[src/rtl/ctimer_pkg.sv]
package ctimer_pkg;

    localparam int unsigned TMR_AW = 3;

    typedef enum logic [TMR_AW-1:0] {
        WD_LIM  = 3'd0,
        WD_CNT  = 3'd1,
        WD_LIMK = 3'd2,
        WD_RUN  = 3'd3
    } word_e;

    typedef struct packed {
        logic ld_lim;
        logic cnt_clr;
        logic irq_clr;
        logic rd_clr;
        logic run_wr;
    } tmr_ctl_t;

endpackage

[src/rtl/ctimer_decode.sv]
module ctimer_decode
    import ctimer_pkg::*;
(
    input  logic              wr_en_i,
    input  logic              rd_en_i,
    input  logic              user_i,
    input  logic [TMR_AW-1:0] addr_i,
    output tmr_ctl_t          ctl_o
);

    logic is_lim, is_cnt, is_limk, is_run;

    always_comb begin
        is_lim  = 1'b0;
        is_cnt  = 1'b0;
        is_limk = 1'b0;
        is_run  = 1'b0;
        case (addr_i)
            WD_LIM:  is_lim  = 1'b1;
            WD_CNT:  is_cnt  = 1'b1;
            WD_LIMK: is_limk = 1'b1;
            WD_RUN:  is_run  = 1'b1;
            default: ;
        endcase
    end

    always_comb begin
        ctl_o         = '0;
        ctl_o.ld_lim  = wr_en_i && !user_i && (is_lim || is_limk);
        ctl_o.cnt_clr = wr_en_i && (is_lim || (user_i && is_cnt));
        ctl_o.rd_clr  = rd_en_i && !user_i && is_lim;
        ctl_o.irq_clr = ctl_o.cnt_clr || ctl_o.rd_clr;
        ctl_o.run_wr  = wr_en_i && user_i && is_run;
    end

endmodule

[src/rtl/ctimer_count.sv]
module ctimer_count #(
    parameter int unsigned FIELD_W = 54
) (
    input  logic               clk_i,
    input  logic               rst_ni,
    input  logic               clr_i,
    input  logic               adv_i,
    input  logic               wrap_en_i,
    input  logic [FIELD_W-1:0] lim_i,
    output logic [FIELD_W-1:0] cnt_o,
    output logic               hit_o
);

    typedef struct packed {
        logic [FIELD_W-1:0] cnt;
    } cnt_st_t;

    cnt_st_t        st_d, st_q;
    logic [FIELD_W:0] inc;

    always_comb begin
        st_d  = st_q;
        inc   = {1'b0, st_q.cnt} + {{FIELD_W{1'b0}}, 1'b1};
        hit_o = adv_i && wrap_en_i && !clr_i && (inc >= {1'b0, lim_i});
        if (clr_i) begin
            st_d.cnt = '0;
        end else if (adv_i) begin
            st_d.cnt = hit_o ? '0 : inc[FIELD_W-1:0];
        end
    end

    always_ff @(posedge clk_i or negedge rst_ni) begin
        if (!rst_ni) begin
            st_q <= '0;
        end else begin
            st_q <= st_d;
        end
    end

    assign cnt_o = st_q.cnt;

    AST_WRAP_ZERO: assert property (@(posedge clk_i) disable iff (!rst_ni)
        hit_o |=> (cnt_o == '0)) else $error("wrap did not zero count");

    AST_IDLE_HOLD: assert property (@(posedge clk_i) disable iff (!rst_ni)
        (!adv_i && !clr_i) |=> $stable(cnt_o)) else $error("count moved without tick");

endmodule

[src/rtl/ctimer_rdmux.sv]
module ctimer_rdmux
    import ctimer_pkg::*;
#(
    parameter int unsigned DATA_W  = 32,
    parameter int unsigned FRAC_W  = 9,
    parameter int unsigned LIMF_W  = 22,
    parameter int unsigned FIELD_W = 54
) (
    input  logic [TMR_AW-1:0]  addr_i,
    input  logic               user_i,
    input  logic [FIELD_W-1:0] cnt_i,
    input  logic [LIMF_W-1:0]  lim_i,
    input  logic               reached_i,
    input  logic               run_i,
    output logic [DATA_W-1:0]  rdata_o
);

    localparam int unsigned LIM_TOP = FRAC_W + LIMF_W;
    localparam int unsigned WIDE_W  = 2 * DATA_W;

    logic [WIDE_W-1:0] wide;
    logic [DATA_W-1:0] lim_word, cnt_word, run_word;

    always_comb begin
        wide                          = '0;
        wide[FRAC_W+FIELD_W-1:FRAC_W] = cnt_i;
        lim_word                      = '0;
        lim_word[LIM_TOP-1:FRAC_W]    = lim_i;
        cnt_word                      = '0;
        cnt_word[LIM_TOP-1:FRAC_W]    = cnt_i[LIMF_W-1:0];
        cnt_word[DATA_W-1]            = reached_i;
        run_word                      = '0;
        run_word[0]                   = run_i;
    end

    always_comb begin
        case (addr_i)
            WD_LIM:  rdata_o = user_i ? wide[WIDE_W-1:DATA_W] : lim_word;
            WD_CNT:  rdata_o = user_i ? wide[DATA_W-1:0]      : cnt_word;
            WD_RUN:  rdata_o = run_word;
            default: rdata_o = '0;
        endcase
    end

endmodule

[src/rtl/proc_ctimer.sv]
module proc_ctimer
    import ctimer_pkg::*;
#(
    parameter int unsigned DATA_W  = 32,
    parameter int unsigned FRAC_W  = 9,
    parameter int unsigned LIMF_W  = 22,
    parameter int unsigned FIELD_W = 54
) (
    input  logic              clk_i,
    input  logic              rst_ni,
    input  logic              tick_i,
    input  logic              user_mode_i,
    input  logic              mode_chg_i,
    input  logic              wr_en_i,
    input  logic              rd_en_i,
    input  logic [TMR_AW-1:0] addr_i,
    input  logic [DATA_W-1:0] wdata_i,
    output logic [DATA_W-1:0] rdata_o,
    output logic              irq_o
);

    localparam int unsigned LIM_TOP = FRAC_W + LIMF_W;

    typedef struct packed {
        logic [LIMF_W-1:0] lim;
        logic              reached;
        logic              irq;
        logic              run;
        logic [DATA_W-1:0] rdata;
    } top_st_t;

    localparam top_st_t RST_ST = '{lim: '1, reached: 1'b0, irq: 1'b0,
                                   run: 1'b1, rdata: '0};

    top_st_t            st_d, st_q;
    tmr_ctl_t           ctl;
    logic [FIELD_W-1:0] cnt;
    logic [FIELD_W-1:0] lim_ext;
    logic               hit;
    logic               adv;
    logic               cnt_clr;
    logic [LIMF_W-1:0]  wr_field;
    logic [DATA_W-1:0]  rd_word;
    logic               wdata_unused;

    assign wdata_unused = ^{wdata_i[DATA_W-1:LIM_TOP], wdata_i[FRAC_W-1:1]};

    ctimer_decode u_dec (
        .wr_en_i (wr_en_i),
        .rd_en_i (rd_en_i),
        .user_i  (user_mode_i),
        .addr_i  (addr_i),
        .ctl_o   (ctl)
    );

    always_comb begin
        lim_ext               = '0;
        lim_ext[LIMF_W-1:0]   = st_q.lim;
        adv                   = tick_i && (st_q.run || !user_mode_i);
        cnt_clr               = mode_chg_i || ctl.cnt_clr;
    end

    ctimer_count #(.FIELD_W(FIELD_W)) u_cnt (
        .clk_i     (clk_i),
        .rst_ni    (rst_ni),
        .clr_i     (cnt_clr),
        .adv_i     (adv),
        .wrap_en_i (!user_mode_i),
        .lim_i     (lim_ext),
        .cnt_o     (cnt),
        .hit_o     (hit)
    );

    ctimer_rdmux #(
        .DATA_W  (DATA_W),
        .FRAC_W  (FRAC_W),
        .LIMF_W  (LIMF_W),
        .FIELD_W (FIELD_W)
    ) u_rd (
        .addr_i    (addr_i),
        .user_i    (user_mode_i),
        .cnt_i     (cnt),
        .lim_i     (st_q.lim),
        .reached_i (st_q.reached),
        .run_i     (st_q.run),
        .rdata_o   (rd_word)
    );

    always_comb begin
        st_d     = st_q;
        wr_field = wdata_i[LIM_TOP-1:FRAC_W];
        if (wr_field == '0) begin
            wr_field = '1;
        end

        if (rd_en_i) begin
            st_d.rdata = rd_word;
        end

        if (mode_chg_i) begin
            st_d.lim     = '1;
            st_d.reached = 1'b0;
            st_d.irq     = 1'b0;
            st_d.run     = 1'b1;
        end else begin
            if (ctl.ld_lim) begin
                st_d.lim = wr_field;
            end
            if (hit) begin
                st_d.reached = 1'b1;
            end else if (ctl.rd_clr) begin
                st_d.reached = 1'b0;
            end
            if (hit) begin
                st_d.irq = 1'b1;
            end else if (ctl.irq_clr) begin
                st_d.irq = 1'b0;
            end
            if (ctl.run_wr) begin
                st_d.run = wdata_i[0];
            end
        end
    end

    always_ff @(posedge clk_i or negedge rst_ni) begin
        if (!rst_ni) begin
            st_q <= RST_ST;
        end else begin
            st_q <= st_d;
        end
    end

    assign rdata_o = st_q.rdata;
    assign irq_o   = st_q.irq;

    always_ff @(posedge clk_i) begin
        if (rst_ni) begin
            AST_LIM_NONZERO: assert (st_q.lim != '0) else $error("limit is zero");
        end
    end

    AST_RDATA_HOLD: assert property (@(posedge clk_i) disable iff (!rst_ni)
        !rd_en_i |=> $stable(rdata_o)) else $error("read data moved");

    AST_USER_NO_IRQ: assert property (@(posedge clk_i) disable iff (!rst_ni)
        $rose(irq_o) |-> !$past(user_mode_i)) else $error("irq in free-run mode");

    AST_RD_CLEARS: assert property (@(posedge clk_i) disable iff (!rst_ni)
        (rd_en_i && addr_i == WD_LIM && !user_mode_i && !hit) |=> !irq_o)
        else $error("limit read kept irq");

    AST_MODE_RESTART: assert property (@(posedge clk_i) disable iff (!rst_ni)
        mode_chg_i |=> (!irq_o && cnt == '0)) else $error("mode change left state");

endmodule

[config.mk]
export PLATFORM = sky130hd
export DESIGN_NAME = proc_ctimer
export DESIGN_NICKNAME = d
export VERILOG_FILES = /design/src/rtl/ctimer_pkg.sv /design/src/rtl/ctimer_decode.sv /design/src/rtl/ctimer_count.sv /design/src/rtl/ctimer_rdmux.sv /design/src/rtl/proc_ctimer.sv
export SDC_FILE = /design/constraint.sdc
export NUM_CORES = 1
export LEC_CHECK = 0
export ABC_AREA = 0
export BUFFER_PORTS_ARGS = -buffer_cell sky130_fd_sc_hd__clkbuf_2
export CELL_PAD_IN_SITES_DETAIL_PLACEMENT = 0
export CELL_PAD_IN_SITES_GLOBAL_PLACEMENT = 1
export CORE_ASPECT_RATIO = 0.9
export CORE_UTILIZATION = 45
export CTS_BUF_LIST = sky130_fd_sc_hd__clkbuf_8
export CTS_CLUSTER_SIZE = 30
export DETAILED_ROUTE_END_ITERATION = 7
export HOLD_SLACK_MARGIN = 0.03
export PLACE_DENSITY = 0.89
export SLEW_MARGIN = 20
export SYNTH_ARGS = -nofsm -noshare
export SYNTH_HDL_FRONTEND = slang
export SYNTH_SLANG_ARGS = --single-unit
[constraint.sdc]
create_clock -name clk_i -period 7.9 [get_ports clk_i]
set_clock_uncertainty 0.1 [all_clocks]
set_input_delay 0.79 -clock clk_i [delete_from_list [all_inputs] [get_ports clk_i]]
set_output_delay 0.79 -clock clk_i [all_outputs]
set_load 0.01 [all_outputs]
# ---- Yosys cells after proc, flatten, opt, wreduce, memory -nomap -nowiden
# Index checks and enable logic that the tools add are counted.
dict set report totals {
  inputBits 42
  register_bits 111
  word_cells 55
}
dict set report classes {
  add_sub_neg 1
  n_eq_ne 3
  muxes 18
  n_reduce_logical 26
  order_cmp 1
}
# cell n
set op_table {}
lappend op_table {{$mux W54} 3}
lappend op_table {{$pmux W32 S3} 1}
lappend op_table {{$add A54 B1 Y55 const B} 1}
lappend op_table {{$ge A55 B22 Y1} 1}
lappend op_table {{$mux W22} 2}
lappend op_table {{$mux W32} 1}
lappend op_table {{$mux W31} 1}
lappend op_table {{$mux W25} 1}
lappend op_table {{$logic_not A22 Y1} 1}
lappend op_table {{$logic_and A1 B1 Y1} 12}
lappend op_table {{$mux W1} 9}
lappend op_table {{$eq A3 B2 Y1 const B} 2}
lappend op_table {{$reduce_bool A2 Y1} 3}
lappend op_table {{$reduce_bool A3 Y1} 2}
lappend op_table {{$logic_or A1 B1 Y1} 5}
lappend op_table {{$eq A3 B1 Y1 const B} 1}
lappend op_table {{$logic_not A3 Y1} 1}
lappend op_table {{$logic_not A1 Y1} 2}

# ---- Longest topological paths before layout
dict set report depth {
  ltp_word 12
  depth_mapped 19
}

# ---- Cells and area by module
# A second synthesis with hierarchy kept.
dict set report unflattened {
  cells_unflattened 794
  hier_area_um2 7766.2
}
# module cells_per_inst n_inst area_per_inst_um2
set by_module_without_submodules {}
lappend by_module_without_submodules {ctimer_count 542 1 4660.7}
lappend by_module_without_submodules {proc_ctimer 175 1 2452.4}
lappend by_module_without_submodules {ctimer_rdmux 67 1 589.3}
lappend by_module_without_submodules {ctimer_decode 10 1 63.8}

# ---- Worst setup path after synthesis
# OpenSTA, ideal clock, no wires.
dict set report synth_path {
  path_type {register to register}
  startpoint {register u_cnt.st_q, in the netlist u_cnt.cnt_o[0]}
  endpoint {register u_cnt.st_q, in the netlist u_cnt.cnt_o[22]}
  setup_time_ns 0.092
  setup_slack_ns 3.933
  arrival_ns 3.775
  n_path_buf 3
  period_less_slack_ns 3.967
  required_time_ns 7.708
  stages_incl_launch_ff 19
  path_cell_list {dfrtp_1 ha_1 nand2_1 nor2_1 nand2_1 or3_1 clkbuf_1 xnor2_1 ha_1 a21o_1 a21o_1 a21oi_1 o211ai_1 or4_4 nor4_4 buf_6 nor2_4 buf_6 o31ai_2}
}
dict set report synth_between {
  elab_chain_cells 6
}
# item line_no
set synth_rtl {}
lappend synth_rtl {{start, declared} ctimer_count.sv:18} ;# cnt_st_t st_d, st_q;
lappend synth_rtl {{start signal, assigned} ctimer_count.sv:36} ;# st_q <= st_d;
lappend synth_rtl {{$add A54 B1 Y55 *} ctimer_count.sv:23} ;# inc = {1'b0, st_q.cnt} + {{FIELD_W{1'b0}}, 1'b1};
lappend synth_rtl {{$ge A55 B22 Y1} ctimer_count.sv:24} ;# hit_o = adv_i && wrap_en_i && !clr_i && (inc >= {1'b0, lim_i});
lappend synth_rtl {{$logic_and A1 B1 Y1} ctimer_count.sv:24}
lappend synth_rtl {{$mux W54 *} ctimer_count.sv:28} ;# st_d.cnt = hit_o ? '0 : inc[FIELD_W-1:0];
lappend synth_rtl {{$mux W54 *} ctimer_count.sv:27} ;# end else if (adv_i) begin
lappend synth_rtl {{$mux W54 *} ctimer_count.sv:25} ;# if (clr_i) begin
# Every way passes the cells marked *; elsewhere a longest branch is shown, timed or not. The select of a mux whose other input is x is not followed.
# A chain may end at the register's enable or synchronous reset.

# ---- Worst setup path after layout
dict set report layout_path {
  startpoint {register u_cnt.st_q, in the netlist u_cnt.cnt_o[0]}
  endpoint {register u_cnt.st_q, in the netlist u_cnt.cnt_o[8]}
}
# The elaborated chain is that of the path after synthesis.

==> flow_summary.yaml <==
die:
  die_w_um: 137
  coreArea_mm2: 0.0161
  die_y_um: 124
  initial_core_util_pct: 46.0
  die_area_mm2: 0.0170
  ios: 75
  rows: 44
power_and_ir_drop:
  swShare_pct: 29.1
  power_frac_clock_pct: 31.6
  p_leak_nw: 3.32
  ir_drop_mv: 0.0950
  power_frac_seq_pct: 57.5
  intPower_uw: 727
  cellPowerDensity_mw_per_mm2: 130
  pwr-share-comb_pct: 10.9
  p_switching_uw: 298
placement:
  place_area_mm2: 0.00773
  portBuffers: 65
  dpl.hpwl_um: 15400
  dpl_worst_slack_ns: 2.92
  place_congestion: 0.955
  dp.cells: 1085
layout:
  diodes: 0
  n_fill_cell: 1565
  multiInputGateArea_mm2: 0.00405
  regArea_mm2: 0.00281
  final_cells: 1101
  final_area_mm2: 0.00791
  drive_gt1_share_pct: 16.1
  nNetsFinal: 954
  utilization_pct: 49.0
  final_cell_mix: "nand2_1, dfrtp_1, clkbuf_2"
  final_common_cell: "nand2_1"
  area_growth_pct: 6.60
worst_setup_path:
  path_class: "register to register"
  worstPathArrival_ns: 5.40
  startpoint_type: "register"
  cp-end-kind: "register"
  required_ns: 8.15
  worst-path-max-fanout: 17
clock_tree:
  clock_latency_ns: 0.41
  postCtsHoldBufs: 0
  ctsResizeCount: 0
  clk_pin_slew_worst_paths_ns: 0.11
  cts_root_buf: "clkbuf_8"
  cts-buffers-inserted: 9
  clockBufferDepth: 2
  clock_sinks: 111
  htree_levels: 3
  cts_setup_buffers: 0
  cts_tree: "yes"
global_route:
  antenna_found_initial: 1
  grt_pass1_vias: 6263
  grt_start_max_net_pins: 68
  grt_pass1_wl_um: 34700
  globalRouteTotalUtil_pct: 27.0
  grt-ovfl-total: 0
drt:
  drtPass1Iterations: 6
  drtAntennaViolNets: 0
  vias: 6851
  routed_via_density: 6.22
  finalWirelength_um: 21900
  routedWlPerCell_um: 19.9
  drt_iter0_markers: 609
  drcViolationCount: 0
timing:
  hold_viol: 0
  fmax_mhz: 194
  period_share_pct: 65.2
  post-route-min-period_ns: 5.15
  tightestPinTransition_ns: 1.09
  fin_ws_ns: 2.75
  rsz0062_at_grt: "no"
  drv_slew: 0
  setup_viol: 0
  slew_headroom_pct: 27.2
  setup-tns-final_ns: 0
yosys:
  synth_compound_area_share_pct: 20.4
  syn-cell-area_mm2: 0.00742
  synthArstFlopShare_pct: 100
  ys_ff_latch: 111
  synthCells: 884
  yosysSeqAreaShare_pct: 37.8
  synth_cell_type_count: 68
  yosys_warnings: 0
  avgSynthCellArea_um2: 8.39
  synth_nets: 949
  synthAdderAreaFrac_pct: 3.88
  synth.mux.area_fraction_pct: 0.894
  synth_xor_area_share_pct: 3.90
  synth_edf_count: 0
  synthSimpleGateAreaFrac_pct: 25.3
  synth_top_family_by_area: "simple AND/OR/NAND/NOR gates"
  ys.flop_type: "dfrtp_1"
run_status:
  status: "finished, final reports clean"
job:
  maxCapViolCount: 0
worst_hold_path:
  hp-class: "input port to asynchronous set/reset pin"
[synth_stat cells (4+ instances only)]
library cell	count	area share [%]
or2_2	5	0.42
a211oi_1	4	0.40
and2_1	8	0.67
buf_2	8	0.54
or4_1	7	0.71
clkbuf_1	62	3.1
o31ai_1	9	0.91
o22a_1	22	2.6
dfstp_2	23	8.1
buf_6	4	0.61
mux2_2	5	0.76
xor2_1	14	1.7
nand2_1	89	4.5
o211ai_1	5	0.51
inv_1	61	3.1
a21oi_1	10	0.67
o22ai_1	29	2.4
nor2_1	35	1.8
xnor2_1	19	2.2
o221ai_1	9	1.1
nand4_1	29	2.4
nand2b_1	4	0.34
or3_1	6	0.51
and3_1	15	1.3
dfrtp_1	88	30
a22o_1	14	1.7
o21ai_1	8	0.54
ha_1	23	3.9
nor3_1	47	3.2
nor4_1	22	1.9
nand3_1	47	3.2
a21o_1	4	0.40
o21ai_0	64	4.3
and4_1	8	0.94
a22oi_1	22	2.2
[registers in the layout, indices dropped and copies added (netlist names)]
register     flops
lim_ext         22
u_cnt.cnt_o     54
rdata_o         32
irq_o            1
st_q             2
[area by class of cell]
class	instances	area share (%)
inverter	61	2.90
sequential	111	35.5
tap	207	3.28
timing repair buffer	74	5.00
clock inverter	7	0.601
clock buffer	9	1.57
multi-input combinational	632	51.2
[logic make-up (layout without fill, tap and decap cells)]
group	count (synthesis)	after routing
AOI/OAI and AO/OA	221	221
xor gates and xnor gates	33	33
adders and majority gates	23	23
buffers and inverters	141	151
DFF	111	111
muxes	6	6
and+or+nand+nor	349	349
[power groups by stage]
stage / logic (mW) / registers, mW / clock network [mW]
CTS: 0.111 / 0.589 / 0.333
floorplan: 0.0647 / 0.598 / 0
global placement: 0.109 / 0.600 / 0
global route: 0.124 / 0.591 / 0.352
finish: 0.111 / 0.590 / 0.324
detailed placement: 0.111 / 0.600 / 0
[metal layers]
layer	track usage [%]	wire, µm	share of wire [%]	up-vias
li1	-	-	-	3245
met1	38.8	10200	47	3276
met2	40.3	9500	43	297
met3	7.20	1830	8.4	33
met4	6.18	322	1.5	0
met5	0	0	0	-
[critical path, cell delays in order, from the launching register on]
cell and delay, ns:
dfrtp_1 0.51, ha_1 0.30, nand2_1 0.17, nor2_1 0.32, nand2_1 0.14, or3_1 0.43, xnor2_1 0.16, ha_1 0.29
a21o_1 0.16, a21o_1 0.18, a21oi_1 0.19, o211ai_1 0.12, or4_4 0.52, nor4_4 0.30, buf_4 0.30, or2_1 0.62
a22o_1 0.26
[through the flow]
| step | total power, mW | hold WS (ns) |
|---|---|---|
| floorplan | 0.663 | 0.342 |
| global placement | 0.709 | 0.357 |
| detailed placement | 0.710 | 0.369 |
| CTS | 1.03 | 0.262 |
| global route | 1.07 | 0.289 |
| finish | 1.03 | 0.248 |
[final timing paths]
kind                                        end  cells past startpoint  slack, ns           start
worst max register to register   u_cnt.cnt_o[8]                     16       2.75  u_cnt.cnt_o[0]
max in group asynchronous       u_cnt.cnt_o[44]                      2       6.13          rst_ni
worst max-delay path             u_cnt.cnt_o[8]                     16       2.75  u_cnt.cnt_o[0]
worst min-delay path                rdata_o[14]                      1       0.25          rst_ni
worst min register to register         st_q[34]                      2       0.39        st_q[34]
min in group clk_i                     st_q[34]                      2       0.39        st_q[34]
No activity file was read; power rests on OpenSTA's default activity.
